--- src/rtl/ext_irq_detect.sv ---
module ext_irq_detect #(
  parameter int NPIN = 6,
  parameter int SYNC = 2
) (
  input  logic            clk,
  input  logic            rst_n,
  input  logic [NPIN-1:0] pin_in,
  input  logic            reg_we,
  input  logic [1:0]      reg_addr,
  input  logic [NPIN-1:0] reg_wdata,
  output logic [NPIN-1:0] reg_rdata,
  output logic            irq_o,
  output logic            wake_o
);

  localparam logic [1:0] A_EN   = 2'd0;
  localparam logic [1:0] A_EDGE = 2'd1;
  localparam logic [1:0] A_POL  = 2'd2;
  localparam logic [1:0] A_FLAG = 2'd3;

  logic [NPIN-1:0] en_q, edge_q, pol_q, flag_q, prev_q;
  logic [NPIN-1:0] sync_q [SYNC];
  logic [NPIN-1:0] s, act, trig, clr;
  logic wr_en, wr_edge, wr_pol, wr_flag;

  assign wr_en   = reg_we && (reg_addr == A_EN);
  assign wr_edge = reg_we && (reg_addr == A_EDGE);
  assign wr_pol  = reg_we && (reg_addr == A_POL);
  assign wr_flag = reg_we && (reg_addr == A_FLAG);

  assign s    = sync_q[SYNC-1];
  assign act  = ~(s ^ pol_q);
  assign trig = en_q & ((edge_q & act & ~prev_q) | (~edge_q & act));
  assign clr  = wr_flag ? ~reg_wdata : '0;

  always_ff @(posedge clk or negedge rst_n) begin
    if (!rst_n) begin
      for (int k = 0; k < SYNC; k++) sync_q[k] <= '0;
    end else begin
      sync_q[0] <= pin_in;
      for (int k = 1; k < SYNC; k++) sync_q[k] <= sync_q[k-1];
    end
  end

  always_ff @(posedge clk or negedge rst_n) begin
    if (!rst_n) begin
      en_q   <= '0;
      edge_q <= '0;
      pol_q  <= '0;
    end else begin
      if (wr_en)   en_q   <= reg_wdata;
      if (wr_edge) edge_q <= reg_wdata;
      if (wr_pol)  pol_q  <= reg_wdata;
    end
  end

  always_ff @(posedge clk or negedge rst_n) begin
    if (!rst_n) prev_q <= '0;
    else if (wr_pol) prev_q <= ~(s ^ reg_wdata);
    else prev_q <= act;
  end

  always_ff @(posedge clk or negedge rst_n) begin
    if (!rst_n) flag_q <= '0;
    else flag_q <= (flag_q & ~clr) | trig;
  end

  always_comb begin
    case (reg_addr)
      A_EN:    reg_rdata = en_q;
      A_EDGE:  reg_rdata = edge_q;
      A_POL:   reg_rdata = pol_q;
      default: reg_rdata = flag_q;
    endcase
  end

  assign irq_o  = |(flag_q & en_q);
  assign wake_o = |(en_q & ~(pin_in ^ pol_q));

endmodule

--- config.mk ---
export PLATFORM = sky130hd
export DESIGN_NAME = ext_irq_detect
export DESIGN_NICKNAME = d
export VERILOG_FILES = /design/src/rtl/ext_irq_detect.sv
export SDC_FILE = /design/constraint.sdc
export NUM_CORES = 1
export LEC_CHECK = 0
export BUFFER_PORTS_ARGS = -buffer_cell sky130_fd_sc_hd__buf_2
export CAP_MARGIN = 20
export CORE_MARGIN = 2
export CORE_UTILIZATION = 45
export CTS_CLUSTER_SIZE = 40
export DETAILED_ROUTE_END_ITERATION = 8
export HOLD_SLACK_MARGIN = 0.03
export PLACE_DENSITY = 0.73
export REMOVE_ABC_BUFFERS = 1
export SYNTH_ARGS = -nofsm -noshare
export SYNTH_HDL_FRONTEND = slang
export SYNTH_SLANG_ARGS = --single-unit
--- constraint.sdc ---
create_clock -name clk -period 1.1 [get_ports clk]
set_clock_uncertainty 0.1 [all_clocks]
set_input_delay 0.055 -clock clk [delete_from_list [all_inputs] [get_ports clk]]
set_output_delay 0.055 -clock clk [all_outputs]
set_load 0.005 [all_outputs]
# Yosys cells after proc, flatten, opt, wreduce, memory -nomap -nowiden
# Index checks and enable logic that the tools add are counted.
# W data, S select, Z words.
[totals] register_bits=42 latch_bits=0 ramBits=0 mem_bits_ro=0 output_inout_bits=8 memories=0
[op_classes] addsub=0 mul=0 n_div=0 order_cmp=0 n_eq_ne=3 n_shift=0 muxes=3 bitwise=19 reduce_logical=7
[ops] cell="$and A6 B6 Y6" count=7
[ops] cell="$not A6 Y6" count=7
[ops] cell="$pmux W6 S3" count=1
[ops] cell="$xor A6 B6 Y6" count=3
[ops] cell="$mux W6" count=2
[ops] cell="$or A6 B6 Y6" count=2
[ops] cell="$reduce_or A6 Y1" count=2
[ops] cell="$eq A2 B2 Y1 const B" count=2
[ops] cell="$logic_and A1 B1 Y1" count=4
[ops] cell="$eq A2 B1 Y1 const B" count=1
[ops] cell="$logic_not A2 Y1" count=1

# Depth between registers and ports, before layout
# Gate-level depths: netlist of the first run.
[logic_depth] depth_word=7 depth_mapped=4

# Worst setup path after synthesis of the first run
# No wires, ideal clock.
[synth_path] kind="register to output" start="register pol_q[4]" end="output port reg_rdata[4]" t_arrival_ps=913 required_time_ps=945 path_slack_ps=32 path_stages_with_launch=2 cell_sequence="dfrtp_1 mux4_1"
[synth_between] elab_chain_len=1
[synth_rtl] item="start, declared" line="21" rtl="logic [NPIN-1:0] en_q, edge_q, pol_q, flag_q, prev_q;"
[synth_rtl] item="start signal, assigned" line="53" rtl="if (wr_pol) pol_q <= reg_wdata;"
[synth_rtl] item="$pmux W6 S3" line="69" rtl="case (reg_addr)"
[synth_rtl] item="end, declared" line="11" rtl="output logic [NPIN-1:0] reg_rdata,"
# Every way passes these cells.

# Final worst setup path of the first run
[layout_path] start="register pol_q[0]" end="output port reg_rdata[0]"
# The elaborated chain is that of the path after synthesis.

==> flow_summary.yaml, run 1 <==
pwr:
  p_comb_share_pct: 33.0
  swShare_pct: 27.30
  p_int_uw: 3222
  power_leakage_uw: 0.001169
  power_density_nw_per_um2: 1705
  sequentialPowerShare_pct: 45.4
  peakVddDrop_mv: 0.8387
  totalPowerFinal_uw: 4432
  clockPowerShare_pct: 21.6
  switching_power_uw: 1210
sta:
  fmaxAchievable_mhz: 675.3
  whs_ps: 168.5
  post-route-period-util_pct: 134.6
  setup_viol: 20
  maxSlewViolCount: 0
  final.min_clock_period_ps: 1481
  worst_slack_ps: -380.8
  relSlewSlack_pct: 80.59
  rsz0062_at_grt: "true"
  hold_violations: 0
  worstMarginPinSlew_ps: 290.4
critical_path:
  start_kind: "flop"
  path_max_fanout: 3
  r2r_cells: 4
  critPathRequiredTime_ps: 940
  path_class: "reg2out"
  critPathCaptureType: "output port"
  cp.arrival_ps: 1330
yosys:
  netlist_area_um2: 1859
  synthCells: 122
  synth_area_per_cell_um2: 15.24
  synth_seq_cells: 42
  ys_top_cells_by_area: "dfrtp_1 (57%), mux2_2 (7.3%), xnor2_1 (5.7%), xnor2_2 (5.2%), mux2_4 (4.8%)"
  ys_types: 15
  synth_top_area_share_pct: 56.53
  synth_largest_area_cell: "dfrtp_1"
  ys_warn_count: 0
  yosysSeqAreaShare_pct: 56.53
placement:
  place.gp.congestion: 0.7752
  io_buffer_count: 24
  hpwlAfterDp_um: 2745
  pre_cts_slack_ps: -174.7
drt:
  drc: 0
  drt-vias-per-instance: 4.980
  drt-pass1-iter-count: 4
  drt-initial-drc-count: 57
  detail-route-antenna-nets: 0
  drt_wl_total_um: 4053
  wl_per_cell_um: 16.41
  via_count: 1230
final_layout:
  drive_gt1_share_pct: 52.79
  fin_nets: 215
  nFillCells: 313
  antenna_cells: 0
  area_growth_pct: 39.77
clock_tree:
  clock-root-buffer: "clkbuf_8"
  clkTransAtPathRegs_ps: 70
  clk_path_buf_depth: 2
  htreeDepth: 2
  clock_latency_ps: 290
  cts_tree: "yes"
  numCtsBuffers: 5
  cts_sinks: 42
job:
  maxCapViolCount: 0
run_status:
  status: "finished, violations left"
  violations: "setup timing"
global_route:
  grt_max_degree: 43
  overflow: 0
  grt_pass1_wl_um: 6465
  grt_pass1_vias: 1310
  grtUsageTotal_pct: 19.92
  antenna_found_initial: 0
floorplanning:
  fp.dieH_um: 68.28
  initial_core_util_pct: 46.48
  die_x_um: 68.28
  die_area_um2: 4662
  coreArea_um2: 4000
  io_pins: 25
  rows: 23
worst_hold_path:
  hp-class: "in2async"
==> routing by layer <==
| metal | GRT usage (%) | wire [um] | up-vias |
|---|---|---|---|
| met5 | 0 | 0 | - |
| met1 | 23.12 | 1688 | 618 |
| li1 | - | - | 588 |
| met2 | 35.32 | 2211 | 22 |
| met4 | 6.000 | 22 | 0 |
| met3 | 5.921 | 131 | 2 |
==> synthesized netlist by cell type <==
cell type  instances
a22oi_1            6
buf_6              2
dfrtp_1           42
mux2_2            12
mux2_4             6
mux4_1             3
mux4_2             3
nand2_1           12
nand3_1            9
nand3b_1           1
nand3b_4           1
nor3b_4            1
o21ai_0            6
xnor2_1           12
xnor2_2            6
==> cells by family after synthesis <==
family | count (synthesis) | synth area share, %
xor gates and xnor gates | 18 | 10.90
muxes | 24 | 19.99
buffers and inverters | 2 | 1.211
and+or+nand+nor | 24 | 7.335
AOI/OAI and AO/OA | 12 | 4.038
DFF | 42 | 56.53
==> path summary, 6_finish.rpt <==
path	to	startpoint	slack (ps)
worst min register to register	s[4]	sync_q[10]	250
worst min-delay path	sync_q[10]	rst_n	170
worst max-delay path	reg_rdata[0]	pol_q[0]	-380
worst max register to register	prev_q[1]	pol_q[1]	-180
max in group asynchronous	pol_q[2]	rst_n	530
min in group clk	pol_q[2]	reg_we	200
==> final cells by class <==
cell class	count	area [um2]	share of cell area, %
flip-flops and latches	42	1052	40.49
multi-input cells	78	825.8	31.78
repair buffers	71	575.6	22.15
clock buffers	6	82.58	3.178
well taps	50	62.56	2.407
==> through the flow <==
stage | utilization (%) | TNS (ps) | instance area (um2) | cells
after global routing | 64.97 | -4569 | 2599 | 247
after detailed placement | 55.68 | -2695 | 2227 | 220
after global placement | 55.68 | -2145 | 2227 | 220
after CTS | 62.56 | -3524 | 2502 | 243
final | 64.97 | -3736 | 2599 | 247
after floorplan | - | 0 | 1837 | 120
==> sequential cells by signal (all words and copies together) (netlist names) <==
| signal | flops |
|---|---|
| sync_q | 6 |
| pol_q | 6 |
| flag_q | 6 |
| prev_q | 6 |
| s | 6 |
| edge_q | 6 |
| en_q | 6 |
==> cells in the final DEF (no fill, tap or decap), drive strengths merged <==
master and n:
a22oi 6, buf 58, clkbuf 6, dfrtp 42, dlygate4sd3 13, mux2 18, mux4 6, nand2 12
nand3 9, nand3b 2, nor3b 1, o21ai 6, xnor2 18
==> worst max-delay path: stages, from the launching register on <==
cell	delay (ps)
dfrtp_1	420
mux4_2	480
buf_2	140
==> power groups by stage <==
stage	sequential (uW)	combinational [uW]	clock [uW]
5_1_grt	2040	1590	1060
3_3_place_gp	2000	1130	0
6_report	2010	1460	957
3_5_place_dp	2020	1170	0
2_1_floorplan	2000	606	0
4_1_cts	2000	1330	977
==> what timing repair did <==
action                                  in CTS  in global routing
setup buffers                                4                  7
hold buffers                                13                  0
endpoints found under the setup margin      10                 16
resized for setup                           13                 11
hold endpoints to repair                    74                  0
pin swaps                                    7                  9
(Power assumes the default switching activity.)
==> run 2: changes to the inputs <==
Settings changed: ABC_AREA set to 0, SETUP_SLACK_MARGIN set to 0.2.
==> flow_summary.yaml, run 2 (synthesis gave the netlist of run 1 again) <==
run_status:
  status: "finished, violations left"
  violations: "hold timing, setup timing"
sta:
  post-route-period-util_pct: 136.9
  hold_violations: 23
  maxSlewViolCount: 0
  final.min_clock_period_ps: 1506
  whs_ps: -53.82
  fmaxAchievable_mhz: 664.0
  relSlewSlack_pct: 81.15
  setup_viol: 23
  worst_slack_ps: -406.1
  rsz0062_at_grt: "true"
  worstMarginPinSlew_ps: 281.9
clock_tree:
  htreeDepth: 2
  clk_path_buf_depth: 2
  postCtsHoldBufs: 7
  cts_sinks: 42
  cts_tree: "yes"
  numCtsBuffers: 5
  clock-root-buffer: "clkbuf_8"
  clkTransAtPathRegs_ps: 70
  clock_latency_ps: 290
drt:
  wl_per_cell_um: 17.04
  drt-vias-per-instance: 5.024
  drt_wl_total_um: 4191
  detail-route-antenna-nets: 0
  drt-pass1-iter-count: 4
  drt-initial-drc-count: 59
  drc: 0
  via_count: 1236
floorplanning:
  fp.dieH_um: 68.28
  die_x_um: 68.28
  coreArea_um2: 4000
  die_area_um2: 4662
  initial_core_util_pct: 46.48
  rows: 23
  io_pins: 25
placement:
  hpwlAfterDp_um: 2745
  io_buffer_count: 24
  pre_cts_slack_ps: -174.7
  place.gp.congestion: 0.7752
critical_path:
  cp.arrival_ps: 1350
  path_max_fanout: 3
  critPathLaunch: "pol_q[5]"
  reg2reg_from: "pol_q[3]"
  path_class: "reg2out"
  critPathRequiredTime_ps: 940
  start_kind: "flop"
  critPathCaptureType: "output port"
final_layout:
  drive_gt1_share_pct: 56.63
  fin_nets: 214
  area_growth_pct: 44.41
  antenna_cells: 0
  final_common_cell: "dfrtp_1"
  nFillCells: 288
  layout.cells.most_common_list: "dfrtp_1 (41), buf_6 (23), buf_2 (22), mux2_4 (18), buf_4 (14)"
global_route:
  grt_pass1_wl_um: 6603
  overflow: 0
  antenna_found_initial: 0
  grtUsageTotal_pct: 20.20
  grt_pass1_vias: 1332
  grt_max_degree: 43
pwr:
  sequentialPowerShare_pct: 44.0
  peakVddDrop_mv: 0.9460
  swShare_pct: 27.17
  totalPowerFinal_uw: 4609
  clockPowerShare_pct: 20.6
  power_density_nw_per_um2: 1717
  p_int_uw: 3357
  p_comb_share_pct: 35.4
  power_leakage_uw: 0.001249
  switching_power_uw: 1252
worst_hold_path:
  hp-class: "in2reg"
  hold_start: "reg_wdata[4]"
job:
  maxCapViolCount: 0
## run 2: what timing repair did
action | 4_1_cts | 5_1_grt
endpoints found under the hold margin | 72 | 24
gates cloned | 0 | 0
gates resized for setup | 33 | 18
pin swaps | 8 | 9
endpoints found under the setup margin | 36 | 38
setup buffers | 5 | 8
## run 2: cell type report
class	count	area, um2	share of cell area [%]
multi-input cells	78	888.4	33.08
flip-flops and latches	42	1052	39.19
well taps	50	62.56	2.330
repair buffers	70	599.3	22.32
clock buffers	6	82.58	3.075
## run 2: worst max-delay path, cell delays in order (launching register included)
cell and delay [ps]:
dfrtp_1 410, xnor2_1 150, a22oi_1 240, nand3_1 120
buf_2 140
## run 2: per-layer routing
metal	part of all wire, %	up-vias	track usage (%)
met5	0	-	0
met4	1.2	0	6.000
met3	3.3	8	5.921
met2	54	23	35.32
met1	42	617	24.00
li1	-	588	-
## run 2: power by group through the flow
stage / sequential, uW / clock (uW) / combinational (uW)
2_1_floorplan: 2000 / 0 / 606
3_3_place_gp: 2000 / 0 / 1130
3_5_place_dp: 2020 / 0 / 1170
4_1_cts: 2010 / 977 / 1410
5_1_grt: 2050 / 1060 / 1750
6_report: 2030 / 951 / 1630
## run 2: path summary, 6_finish.rpt
path                               to  slack (ps)  cells past startpoint
max reg2reg                 prev_q[3]        -190                      4
min in group asynchronous  sync_q[10]         170                      3
max in group asynchronous    pol_q[2]         520                      3
max                            wake_o        -410                      4
min reg2reg                      s[4]         250                      0
min                           en_q[4]         -50                      2
## run 2: stage by stage
step	TNS (ps)	cell area (um2)	cells	util, %
after global placement	-2145	2227	220	55.68
after global routing	-5201	2685	246	67.13
after CTS	-3541	2527	238	63.18
after floorplan	0	1837	120	-
final	-4310	2685	246	67.13
after detailed placement	-2695	2227	220	55.68
==> run 3: changes to the inputs <==
Settings changed: PLACE_DENSITY 0.73 to 0.71.
Clock period 1.1 ns to 1.9 ns, I/O delays scaled along.
==> flow_summary.yaml, run 3 (synthesis gave the netlist of run 1 again) <==
final_layout:
  multi_input_area_um2: 785.8
  nFillCells: 324
  postLayoutCoreUtil_pct: 55.83
  final_common_cell: "dfrtp_1"
  layout.cells.most_common_list: "dfrtp_1 (42), buf_2 (24), dlygate4sd3_1 (13)"
  fin_nets: 182
  seqCellArea_um2: 1051
  area_growth_pct: 20.12
  antenna_cells: 0
  drive_gt1_share_pct: 35.76
global_route:
  grtUsageTotal_pct: 18.08
  overflow: 0
  grt_max_degree: 43
  antenna_found_initial: 0
  grt_pass1_wl_um: 5878
  grt_pass1_vias: 1160
worst_hold_path:
  hp-class: "in2reg"
pwr:
  p_comb_share_pct: 22.8
  sequentialPowerShare_pct: 53.5
  totalPowerFinal_uw: 2214
  clockPowerShare_pct: 23.7
  power_density_nw_per_um2: 991.3
  swShare_pct: 27.18
  switching_power_uw: 601.8
  p_int_uw: 1612
  power_leakage_uw: 0.0009804
  peakVddDrop_mv: 0.5265
placement:
  io_buffer_count: 24
  hpwlAfterDp_um: 2377
  pre_cts_slack_ps: 527.5
  place.gp.congestion: 0.7795
drt:
  detail-route-antenna-nets: 0
  drt-initial-drc-count: 59
  drt-pass1-iter-count: 4
  drt_wl_total_um: 3404
  drc: 0
  via_count: 1119
  wl_per_cell_um: 15.83
  drt-vias-per-instance: 5.205
sta:
  rsz0062_at_grt: "false"
  hold_violations: 0
  fmaxAchievable_mhz: 629.3
  final.min_clock_period_ps: 1589
  relSlewSlack_pct: 65.33
  maxSlewViolCount: 0
  setup_viol: 0
  post-route-period-util_pct: 83.63
  worstMarginPinSlew_ps: 520.1
  worst_slack_ps: 311.0
  finalSetupTns_ps: 0
critical_path:
  critPathRequiredTime_ps: 1700
  start_kind: "flop"
  path_class: "reg2out"
  cp.arrival_ps: 1390
  path_max_fanout: 4
  critPathCaptureType: "output port"
clock_tree:
  htreeDepth: 2
  clkTransAtPathRegs_ps: 70
  clk_path_buf_depth: 2
  cts_sinks: 42
  cts_tree: "yes"
  numCtsBuffers: 5
  post_cts_buffers: 0
  clock_latency_ps: 290
  clock-root-buffer: "clkbuf_8"
floorplanning:
  initial_core_util_pct: 46.48
  fp.dieH_um: 68.28
  coreArea_um2: 4000
  die_area_um2: 4662
  io_pins: 25
  rows: 23
  die_x_um: 68.28
run_status:
  status: "completed"
job:
  maxCapViolCount: 0
-- run 3: cell count changes in the layout (fill, tap and decap cells not counted), moves of 3 or more --
cell / delta
a22oi_1: +3
a22oi_2: -3
buf_4: -13
buf_6: -23
dlygate4sd3_1: +6
mux2_2: +12
mux2_4: -12
mux4_1: +3
mux4_2: -3
xnor2_1: +5
xnor2_2: -4
-- run 3: final cells by class --
type | instances | area share [%]
clock buffers | 7 | 3.417
multi-input cells | 78 | 35.18
flip-flops and latches | 42 | 47.06
well taps | 50 | 2.801
repair buffers | 38 | 11.54
-- run 3: timing repair --
action,4_1_cts,5_1_grt
hold buffers,13,0
endpoints found under the setup margin,0,0
gates resized for setup,0,0
endpoints found under the hold margin,72,0
-- run 3: critical path, stage by stage, from the launching register on --
cell and delay, ps:
dfrtp_1 430, mux4_1 530, buf_2 140
-- run 3: routing by layer --
layer	vias up	track usage, %	part of all wire, %	wire length (um)
met5	-	0	0	0
met4	0	7.500	2.0	68
met3	6	5.428	4.3	145
met2	24	27.79	50	1692
met1	565	23.89	44	1498
li1	524	-	-	-
-- run 3: path summary, 6_finish.rpt --
kind | startpoint | endpoint | slack (ps) | cells after the start
min in group asynchronous | rst_n | pol_q[4] | 290 | 3
min | reg_we | pol_q[1] | 240 | 3
max reg2reg | pol_q[3] | prev_q[3] | 810 | 2
max | pol_q[4] | reg_rdata[4] | 310 | 2
min reg2reg | sync_q[10] | s[4] | 250 | 0
max in group asynchronous | rst_n | pol_q[0] | 1040 | 3
-- run 3: power groups by stage --
stage	clock [uW]	sequential (uW)	combinational (uW)
6_report	524	1190	505
5_1_grt	594	1210	562
4_1_cts	544	1190	515
3_5_place_dp	0	1200	493
3_3_place_gp	0	1190	481
2_1_floorplan	0	1160	351
-- run 3: metrics by stage --
step	std cells	hold WS (ps)	area, um2
final	215	237.9	2233
after global routing	215	239.7	2233
after CTS	215	232.9	2233
after detailed placement	195	93.61	2027
after global placement	195	78.87	2027
after floorplan	120	-300.6	1837
